<file path="config.mk">
export PLATFORM = sky130hd
export DESIGN_NAME = supply_event_status
export DESIGN_NICKNAME = d
export VERILOG_FILES = /design/src/rtl/ses_pkg.sv /design/src/rtl/ses_shutdown_detect.sv /design/src/rtl/ses_status_bits.sv /design/src/rtl/ses_read_port.sv /design/src/rtl/ses_irq.sv /design/src/rtl/supply_event_status.sv
export SDC_FILE = /design/constraint.sdc
export NUM_CORES = 1
export LEC_CHECK = 0
export ABC_AREA = 1
export ABC_CLOCK_PERIOD_IN_PS = 2050
export BUFFER_PORTS_ARGS = -buffer_cell sky130_fd_sc_hd__buf_2
export CORE_UTILIZATION = 45
export DETAILED_ROUTE_END_ITERATION = 10
export HOLD_SLACK_MARGIN = 0.08
export PLACE_DENSITY_LB_ADDON = 0.1
export REMOVE_ABC_BUFFERS = 1
export SLEW_MARGIN = 40
export SYNTH_ARGS = -nofsm -noshare
export SYNTH_HDL_FRONTEND = slang
export SYNTH_SLANG_ARGS = --single-unit
</file>
<file path="constraint.sdc">
create_clock -name clk -period 2.05 [get_ports clk]
set_input_delay 0.3075 -clock clk [delete_from_list [all_inputs] [get_ports clk]]
set_output_delay 0.3075 -clock clk [all_outputs]
set_load 0.005 [all_outputs]
</file>
<file path="src/rtl/ses_pkg.sv">
// Shared constants for the supply event status register.
// Assumes an 8-bit status byte with fixed bit positions decoded by the host.
package ses_pkg;
    localparam int STAT_W = 8;
    localparam int CMD_W  = 8;

    localparam logic [CMD_W-1:0] CMD_LOOK = 8'h0A;
    localparam logic [CMD_W-1:0] CMD_TAKE = 8'h0B;

    localparam int B_THERM = 7;
    localparam int B_VUVLO = 6;
    localparam int B_VWARN = 5;
    localparam int B_PRAIL = 4;
    localparam int B_SDEVT = 1;
    localparam int B_MFLT  = 0;

    localparam logic [STAT_W-1:0] POR_VALUE  = 8'h70;
    localparam logic [STAT_W-1:0] KEEP_MASK  = 8'hF0;
    localparam logic [STAT_W-1:0] LIVE_MASK  = 8'hF3;

    typedef logic [STAT_W-1:0] stat_t;
endpackage

</file>
<file path="src/rtl/ses_shutdown_detect.sv">
// Shutdown-event detector for a group of channels.
// Pin mode: pin high with any channel enabled. Code mode: a valid code at or
// above any channel's priority. Output is combinational; the caller registers it.
module ses_shutdown_detect #(
    parameter int NUM_CH = 4,
    parameter int PRIO_W = 3
) (
    input  logic                     mode_code,
    input  logic                     pin_lvl,
    input  logic [NUM_CH-1:0]        ch_en,
    input  logic                     code_vld,
    input  logic [PRIO_W-1:0]        code,
    input  logic [NUM_CH*PRIO_W-1:0] prio_flat,
    output logic                     hit
);
    logic [NUM_CH-1:0] at_or_above;

    // Per-channel comparison of the received code against its priority.
    for (genvar ch = 0; ch < NUM_CH; ch++) begin : g_cmp
        assign at_or_above[ch] = (code >= prio_flat[ch*PRIO_W +: PRIO_W]);
    end

    // Select the detection rule for the active mode.
    always_comb begin
        if (mode_code) hit = code_vld && (|at_or_above);
        else           hit = pin_lvl && (|ch_en);
    end
endmodule

</file>
<file path="src/rtl/ses_status_bits.sv">
// Sticky status byte with two reset domains.
// Power-on reset loads POR_VALUE; pin reset keeps KEEP_MASK bits and zeroes
// the rest. A clear empties the byte except held bits; same-cycle sets win.
module ses_status_bits
    import ses_pkg::*;
(
    input  logic  clk,
    input  logic  por_n,
    input  logic  pin_rst_n,
    input  stat_t set_vec,
    input  logic  clr,
    input  stat_t hold_vec,
    output stat_t bits
);
    stat_t bits_q;
    stat_t after_clr;

    // Bits that survive a clear: only those already set and requested to hold.
    assign after_clr = clr ? (bits_q & hold_vec) : bits_q;

    // Status register update with power-on, pin-reset and clear handling.
    always_ff @(posedge clk) begin
        if (!por_n)          bits_q <= POR_VALUE;
        else if (!pin_rst_n) bits_q <= bits_q & KEEP_MASK;
        else                 bits_q <= (after_clr | set_vec) & LIVE_MASK;
    end

    assign bits = bits_q;

    a_r4_pin_keep: assert property (@(posedge clk) disable iff (!por_n)
        (por_n && !pin_rst_n) |=> (bits_q[7:4] == $past(bits_q[7:4]) && bits_q[1:0] == 2'b00));

    a_r12_sticky: assert property (@(posedge clk) disable iff (!por_n)
        (por_n && pin_rst_n && !clr) |=> ((bits_q & $past(bits_q)) == $past(bits_q)));

    a_r5_uvlo_hold: assert property (@(posedge clk) disable iff (!por_n)
        (por_n && pin_rst_n && hold_vec[B_VUVLO] && bits_q[B_VUVLO]) |=> bits_q[B_VUVLO]);

    a_r10_set_wins: assert property (@(posedge clk) disable iff (!por_n)
        (por_n && pin_rst_n && clr && set_vec[B_THERM]) |=> bits_q[B_THERM]);
endmodule

</file>
<file path="src/rtl/ses_read_port.sv">
// Command decoder and read-data capture.
// Assumes one command per strobe; data is captured at the accepting edge so
// the returned byte predates any clear issued by the same command.
module ses_read_port
    import ses_pkg::*;
(
    input  logic             clk,
    input  logic             rst_n,
    input  logic             cmd_valid,
    input  logic [CMD_W-1:0] cmd_code,
    input  stat_t            cur_bits,
    output logic             take_clr,
    output logic             rd_valid,
    output stat_t            rd_data
);
    logic is_look;
    logic is_take;

    // Decode the two supported codes.
    assign is_look  = cmd_valid && (cmd_code == CMD_LOOK);
    assign is_take  = cmd_valid && (cmd_code == CMD_TAKE);
    assign take_clr = is_take;

    // Capture the byte and raise valid for one cycle per accepted command.
    always_ff @(posedge clk) begin
        if (!rst_n) begin
            rd_valid <= 1'b0;
            rd_data  <= '0;
        end else begin
            rd_valid <= is_look || is_take;
            if (is_look || is_take) rd_data <= cur_bits;
        end
    end

    a_r1_valid_from_cmd: assert property (@(posedge clk) disable iff (!rst_n)
        rd_valid |-> $past(cmd_valid));

    a_r2_reserved_zero: assert property (@(posedge clk) disable iff (!rst_n)
        rd_valid |-> (rd_data[3:2] == 2'b00));
endmodule

</file>
<file path="src/rtl/ses_irq.sv">
// Registered interrupt request from the masked status byte.
// Output follows the masked OR one cycle late.
module ses_irq
    import ses_pkg::*;
(
    input  logic  clk,
    input  logic  rst_n,
    input  stat_t bits,
    input  stat_t mask,
    output logic  irq
);
    // Register the reduction so the request is glitch-free.
    always_ff @(posedge clk) begin
        if (!rst_n) irq <= 1'b0;
        else        irq <= |(bits & mask);
    end
endmodule

</file>
<file path="src/rtl/supply_event_status.sv">
// Supply and fault event status register top.
// Collects event inputs into a sticky byte, serves host look/take commands,
// drives a masked interrupt and gates channel power-on during rail undervoltage.
module supply_event_status
    import ses_pkg::*;
#(
    parameter int NUM_CH = 4,
    parameter int PRIO_W = 3
) (
    input  logic                     clk,
    input  logic                     por_n,
    input  logic                     pin_rst_n,
    input  logic                     cmd_valid,
    input  logic [7:0]               cmd_code,
    output logic                     rd_valid,
    output logic [7:0]               rd_data,
    input  logic                     evt_thermal,
    input  logic                     evt_vdd_uvlo,
    input  logic                     evt_vdd_warn,
    input  logic                     evt_vpwr_uv,
    input  logic                     evt_sram_fault,
    input  logic                     vpwr_uv_active,
    input  logic                     vpwr_above_30v,
    input  logic                     sd_mode,
    input  logic                     sd_pin,
    input  logic [NUM_CH-1:0]        sd_enable,
    input  logic                     sd_code_valid,
    input  logic [PRIO_W-1:0]        sd_code,
    input  logic [NUM_CH*PRIO_W-1:0] ch_prio,
    input  logic [7:0]               irq_mask,
    output logic                     irq,
    output logic                     pwon_permit
);
    logic  rst_n;
    logic  sd_hit;
    logic  take_clr;
    stat_t set_vec;
    stat_t hold_vec;
    stat_t status;

    assign rst_n = por_n && pin_rst_n;

    // Shutdown event detection for the channel group.
    ses_shutdown_detect #(.NUM_CH(NUM_CH), .PRIO_W(PRIO_W)) u_sd (
        .mode_code (sd_mode),
        .pin_lvl   (sd_pin),
        .ch_en     (sd_enable),
        .code_vld  (sd_code_valid),
        .code      (sd_code),
        .prio_flat (ch_prio),
        .hit       (sd_hit)
    );

    // Map event inputs onto their status positions.
    always_comb begin
        set_vec          = '0;
        set_vec[B_THERM] = evt_thermal;
        set_vec[B_VUVLO] = evt_vdd_uvlo;
        set_vec[B_VWARN] = evt_vdd_warn;
        set_vec[B_PRAIL] = evt_vpwr_uv;
        set_vec[B_SDEVT] = sd_hit;
        set_vec[B_MFLT]  = evt_sram_fault;
    end

    // Lockout bit survives a clear while the rail undervoltage persists.
    always_comb begin
        hold_vec          = '0;
        hold_vec[B_VUVLO] = vpwr_uv_active;
    end

    ses_status_bits u_bits (
        .clk       (clk),
        .por_n     (por_n),
        .pin_rst_n (pin_rst_n),
        .set_vec   (set_vec),
        .clr       (take_clr),
        .hold_vec  (hold_vec),
        .bits      (status)
    );

    ses_read_port u_rd (
        .clk       (clk),
        .rst_n     (rst_n),
        .cmd_valid (cmd_valid),
        .cmd_code  (cmd_code),
        .cur_bits  (status),
        .take_clr  (take_clr),
        .rd_valid  (rd_valid),
        .rd_data   (rd_data)
    );

    ses_irq u_irq (
        .clk   (clk),
        .rst_n (rst_n),
        .bits  (status),
        .mask  (irq_mask),
        .irq   (irq)
    );

    // Power-on gate: blocked while the rail flag is set below restart level.
    assign pwon_permit = !status[B_PRAIL] || vpwr_above_30v;

    a_r8_pwon_gate: assert property (@(posedge clk) disable iff (!por_n)
        (status[B_PRAIL] && !vpwr_above_30v) |-> !pwon_permit);

    a_r9_irq_follow: assert property (@(posedge clk) disable iff (!por_n)
        (por_n && pin_rst_n) |=> (irq == $past(|(status & irq_mask))));

    a_r11_pre_clear: assert property (@(posedge clk) disable iff (!rst_n)
        (rst_n && take_clr) |=> (rd_data == $past(status)));
endmodule

</file>
==> results of run 1 <==
-- cell families after synthesis --
family,synth area share [%]
buffers and inverters,13.6
AND/OR/NAND/NOR,31.6
AO/OA/AOI/OAI,8.53
adder cells (fa/ha/maj),16.0
flip-flops,29.9
other,0.400
-- worst max-delay path by stage --
| stage | startpoint | to | slack (ns) |
|---|---|---|---|
| floorplan | sd_code[0] | u_bits.bits[1] | 0.89 |
| global placement | sd_code[2] | u_bits.bits[1] | 0.71 |
| detailed placement | sd_code[2] | u_bits.bits[1] | 0.68 |
| CTS | u_bits.bits[4] | pwon_permit | 0.64 |
| global route | u_bits.bits[4] | pwon_permit | 0.56 |
| finish | u_bits.bits[4] | pwon_permit | 0.64 |
-- per-stage QoR --
stage	power, W	hold WS (ns)	instance area, um2	util, %
2_1_floorplan	0.000356	0.392	927	-
3_3_place_gp	0.000414	0.458	1240	63.0
3_5_place_dp	0.000421	0.459	1240	63.0
4_1_cts	0.000617	0.215	1270	64.9
5_1_grt	0.000656	0.222	1270	64.9
6_report	0.000610	0.224	1270	64.9
-- registers in the layout, indices dropped and copies added, names as in the netlist --
signal	cells
u_bits.bits	6
u_rd.rd_valid	1
u_rd.rd_data	6
u_irq.irq	1
-- Yosys cell counts (all sizes together), types with 2 or more instances --
cell type	number
a21oi	6
buf	2
dfxtp	14
ha	12
inv	30
nand2	44
nand3	5
nor2	20
o21ai	7
-- where the power goes --
| group | switching, W | leakage (nW) | internal (W) |
|---|---|---|---|
| clock | 0.0000884 | 0.0210 | 0.000108 |
| combinational | 0.0000665 | 0.674 | 0.0000669 |
| sequential | 0.00000282 | 0.114 | 0.000277 |
-- cells in the final DEF, fill, tap and decap left out, types with 2 or more instances in the layout --
master / synthesis / layout
buf_2: 0 / 55
ha_1: 12 / 12
o21ai_0: 6 / 6
nor2_1: 16 / 16
nand3_1: 5 / 5
conb_1: 1 / 2
clkbuf_4: 0 / 3
inv_1: 29 / 29
nand2_1: 43 / 43
nor2_2: 4 / 4
a21oi_1: 6 / 6
dfxtp_1: 14 / 14
-- per-layer routing --
layer	vias up	part of all wire, %	global-route usage [%]
li1	554	-	-
met1	396	47	21.4
met2	37	46	32.9
met3	3	7.0	6.79
met4	0	0.42	3.33
met5	-	0	0
-- critical path, delay by kind of cell (launching register included) --
family | cells | cell delay [ns]
buffers and inverters | 2 | 0.18
flip-flops | 1 | 0.37
AND/OR/NAND/NOR | 1 | 0.26
-- cell type report --
type | count | area (um2)
Fill cell | 212 | 689
Tap cell | 27 | 33.8
Clock buffer | 4 | 36.3
Inverter | 30 | 113
Timing Repair Buffer | 55 | 275
Multi-Input combinational cell | 100 | 534
Sequential cell | 14 | 280
==> impl_metrics.json, run 1 <==
{
  "status": "finished clean",
  "ir_worst_vdd_v": 0.000369,
  "routed_wl_um": 1890,
  "syn_to_final_growth_pct": 35.6,
  "viasPerCell": 4.30,
  "grtUsageTotal_pct": 18.4,
  "syn_avg_cell_area_um2": 6.47,
  "vias": 990,
  "numPlacedInstances": 226,
  "antenna_found_initial": 0,
  "gp_congestion": 0.779,
  "cts_tree": "done",
  "worstPathRequired_ns": 1.74,
  "grt_first_pass_wirelength_um": 2930,
  "cts.path.max_buffers": 2,
  "dieArea_mm2": 0.00227,
  "n_antenna_cell": 0,
  "num_io_pins": 60,
  "ys_dominant_reg_cell": "dfxtp_1",
  "finClkSkew_ns": 0.00618,
  "grt_pass1_vias": 784,
  "fmax_mhz": 709,
  "min_to": "u_bits.bits[7]",
  "layout_setup_ws_ns": 0.639,
  "drive_above_1_share_pct": 33.0,
  "core_area_mm2": 0.00196,
  "cts_buffers": 3,
  "clk_pin_slew_ns": 0.08,
  "start_kind": "register",
  "rows": 16,
  "fin_cells": 230,
  "finalHoldViolCount": 0,
  "critPathMaxStageDelay_ns": 0.37,
  "post_cts_buffers": 0,
  "die_y_um": 47.7,
  "hold_class": "in -> reg",
  "io_buffers": 55,
  "yosysWarnings": 0,
  "ys_ff_latch": 14,
  "ctsResizeCount": 0,
  "hold_buffers": 0,
  "die_w_um": 47.7,
  "ys_types": 18,
  "ant_nets": 0,
  "finalSetupTns_ns": 0,
  "r2r_end": "u_irq.irq",
  "yosysTopAreaCell": "dfxtp_1",
  "syn-cell-area_um2": 938,
  "hold_start": "evt_thermal",
  "yosysTopAreaCellShare_pct": 29.9,
  "wl_per_cell_um": 8.22,
  "cp_data_arrival_time_ns": 1.10,
  "min_period_over_period_pct": 68.9,
  "p_per_area_mw_per_mm2": 479,
  "r2r_start": "u_bits.bits[4]",
  "drtIter0Drc": 8,
  "p_leak_nw": 0.809,
  "grt_overflow_total": 0,
  "crit_type": "reg -> out",
  "cp_cell_sequence": "inv_1 -> or2_2 -> buf_2",
  "clkSinkCount": 14,
  "drc": 0,
  "rsz0062_at_grt": "no",
  "start_util_pct": 47.8,
  "ys_async_sr_fraction_pct": 0,
  "holdPathStages": 3,
  "crit_fanout": 3,
  "post-place-ws_ns": 0.675,
  "seq_area_frac_synth_pct": 29.9,
  "crit_slowest_cell": "dfxtp_1",
  "cts_max_level": 1,
  "cts-root-buf": "clkbuf_4",
  "setup_violations": 0,
  "synth_cells": 145,
  "drv_cap": 0,
  "cp-end-kind": "primary output",
  "regToRegSetupSlack_ns": 1.23,
  "first_pass_iters": 4,
  "grt_max_degree": 9,
  "insertion_delay_ns": 0.28,
  "synth_edf_count": 0,
  "r2r_cells": 3,
  "synthTopCellsByArea": "dfxtp_1 (30%), nand2_1 (17%), ha_1 (16%)",
  "fin_crit_ns": 1.41,
  "nets": 265,
  "slew_viol_final": 0,
  "dpl.hpwl_um": 1650
}
Power figures use the tool's default switching activity.
==> inputs of run 2 (changes only) <==
--- a/config.mk
+++ b/config.mk
@@ -6,9 +6,9 @@
 export NUM_CORES = 1
 export LEC_CHECK = 0
 export ABC_AREA = 1
-export ABC_CLOCK_PERIOD_IN_PS = 2050
+export ABC_CLOCK_PERIOD_IN_PS = 1500
 export BUFFER_PORTS_ARGS = -buffer_cell sky130_fd_sc_hd__buf_2
-export CORE_UTILIZATION = 45
+export CORE_UTILIZATION = 42
 export DETAILED_ROUTE_END_ITERATION = 10
 export HOLD_SLACK_MARGIN = 0.08
 export PLACE_DENSITY_LB_ADDON = 0.1
==> constraint.sdc (replaced) <==
create_clock -name clk -period 1.5 [get_ports clk]
set_input_delay 0.225 -clock clk [delete_from_list [all_inputs] [get_ports clk]]
set_output_delay 0.225 -clock clk [all_outputs]
set_load 0.005 [all_outputs]
==> impl_metrics.json, run 2 (same netlist as run 1, synthesis figures left out) <==
{
  "drtIter0Drc": 7,
  "combPwrFrac_pct": 21.9,
  "min_period_over_period_pct": 87.9,
  "start_util_pct": 46.4,
  "cp_data_arrival_time_ns": 1.09,
  "p_leak_nw": 0.809,
  "clkPwrFrac_pct": 31.8,
  "crit_fanout": 3,
  "grt_overflow_total": 0,
  "io_buffers": 55,
  "routed_wl_um": 1920,
  "drive_above_1_share_pct": 33.0,
  "grt_first_pass_wirelength_um": 3730,
  "n_antenna_cell": 0,
  "antenna_found_initial": 0,
  "r2r_cells": 3,
  "slew_viol_final": 0,
  "dpl.hpwl_um": 1700,
  "crit_type": "reg -> out",
  "ir_worst_vdd_v": 0.000508,
  "r2r_start": "u_bits.bits[4]",
  "clk_pin_slew_ns": 0.08,
  "cts-root-buf": "clkbuf_4",
  "viasPerCell": 4.46,
  "p_per_area_mw_per_mm2": 649,
  "hold_start": "evt_thermal",
  "cts_tree": "done",
  "die_y_um": 49.3,
  "worstPathRequired_ns": 1.27,
  "core_area_mm2": 0.00202,
  "finClkSkew_ns": 0.000505,
  "finalHoldViolCount": 0,
  "hold_class": "in -> reg",
  "dieArea_mm2": 0.00243,
  "critPathMaxStageDelay_ns": 0.37,
  "cp-end-kind": "primary output",
  "r2r_end": "u_irq.irq",
  "hold_buffers": 0,
  "wl_per_cell_um": 8.33,
  "start_kind": "register",
  "clkSinkCount": 14,
  "cts_max_level": 1,
  "first_pass_iters": 4,
  "nets": 265,
  "drv_cap": 0,
  "final_common_cell": "buf_2",
  "crit_family": "flip-flops",
  "finalSetupTns_ns": 0,
  "insertion_delay_ns": 0.27,
  "rsz0062_at_grt": "no",
  "seqPwrFrac_pct": 46.2,
  "cts_buffers": 3,
  "min_to": "u_bits.bits[7]",
  "drc": 0,
  "final_cell_mix": "buf_2 (55), nand2_1 (43), inv_1 (29)",
  "p_switching_w": 0.000209,
  "gp_congestion": 0.804,
  "grt_pass1_vias": 958,
  "layout_setup_ws_ns": 0.182,
  "die_w_um": 49.3,
  "regToRegSetupSlack_ns": 0.68,
  "post-place-ws_ns": 0.223,
  "num_io_pins": 60,
  "p_int_w": 0.000617,
  "vias": 1025,
  "cp_cell_sequence": "inv_1 -> or2_2 -> buf_2",
  "fin_crit_ns": 1.32,
  "swShare_pct": 25.3,
  "status": "finished clean",
  "holdPathStages": 3,
  "grtUsageTotal_pct": 19.2,
  "syn_to_final_growth_pct": 35.6,
  "grt_max_degree": 9,
  "critical_path_buf_inv_count": 2,
  "ant_nets": 0,
  "post_cts_buffers": 0,
  "cts.path.max_buffers": 2,
  "crit_slowest_cell": "dfxtp_1",
  "rows": 16,
  "setup_violations": 0,
  "ctsResizeCount": 0,
  "fmax_mhz": 759
}
-- run 2: worst max path at each step --
stage | to | cells after the start | startpoint | slack (ns)
3_5_place_dp | u_bits.bits[1] | 10 | sd_code[2] | 0.22
4_1_cts | pwon_permit | 3 | u_bits.bits[4] | 0.18
2_1_floorplan | u_bits.bits[1] | 10 | sd_code[0] | 0.43
3_3_place_gp | u_bits.bits[1] | 10 | sd_code[2] | 0.25
6_report | pwon_permit | 3 | u_bits.bits[4] | 0.18
5_1_grt | pwon_permit | 3 | u_bits.bits[4] | 0.09
-- run 2: final cells by class --
class,count,area (um2)
well taps,27,33.8
clock buffers,4,36.3
multi-input cells,100,534
fillers,214,749
flip-flops and latches,14,280
repair buffers,55,275
inverters,30,113
-- run 2: worst min-delay path, cell delays in order --
cell	delay, ns
buf_2	0.07
nand2_1	0.04
nand2_1	0.05
-- run 2: stage by stage --
step | util, % | hold WS [ns] | total power, W | cell area [um2] | instances
final | 62.9 | 0.145 | 0.000826 | 1270 | 230
after global routing | 62.9 | 0.159 | 0.000894 | 1270 | 230
after CTS | 62.9 | 0.144 | 0.000833 | 1270 | 230
after detailed placement | 61.1 | 0.432 | 0.000574 | 1240 | 226
after global placement | 61.1 | 0.427 | 0.000565 | 1240 | 226
after floorplan | - | 0.309 | 0.000486 | 927 | 144
-- run 2: per-layer routing --
layer | vias up | global-route usage (%) | part of all wire (%)
li1 | 554 | - | -
met1 | 429 | 24.0 | 46
met3 | 0 | 5.92 | 7.9
met2 | 42 | 32.6 | 46
met5 | - | 0 | 0
met4 | 0 | 2.94 | 0
-- run 2: power by group through the flow --
stage / registers [W] / clock network, W / logic (W)
floorplan: 0.000390 / 0 / 0.0000964
global placement: 0.000390 / 0 / 0.000175
detailed placement: 0.000390 / 0 / 0.000183
CTS: 0.000382 / 0.000268 / 0.000184
global route: 0.000383 / 0.000293 / 0.000218
finish: 0.000382 / 0.000263 / 0.000181
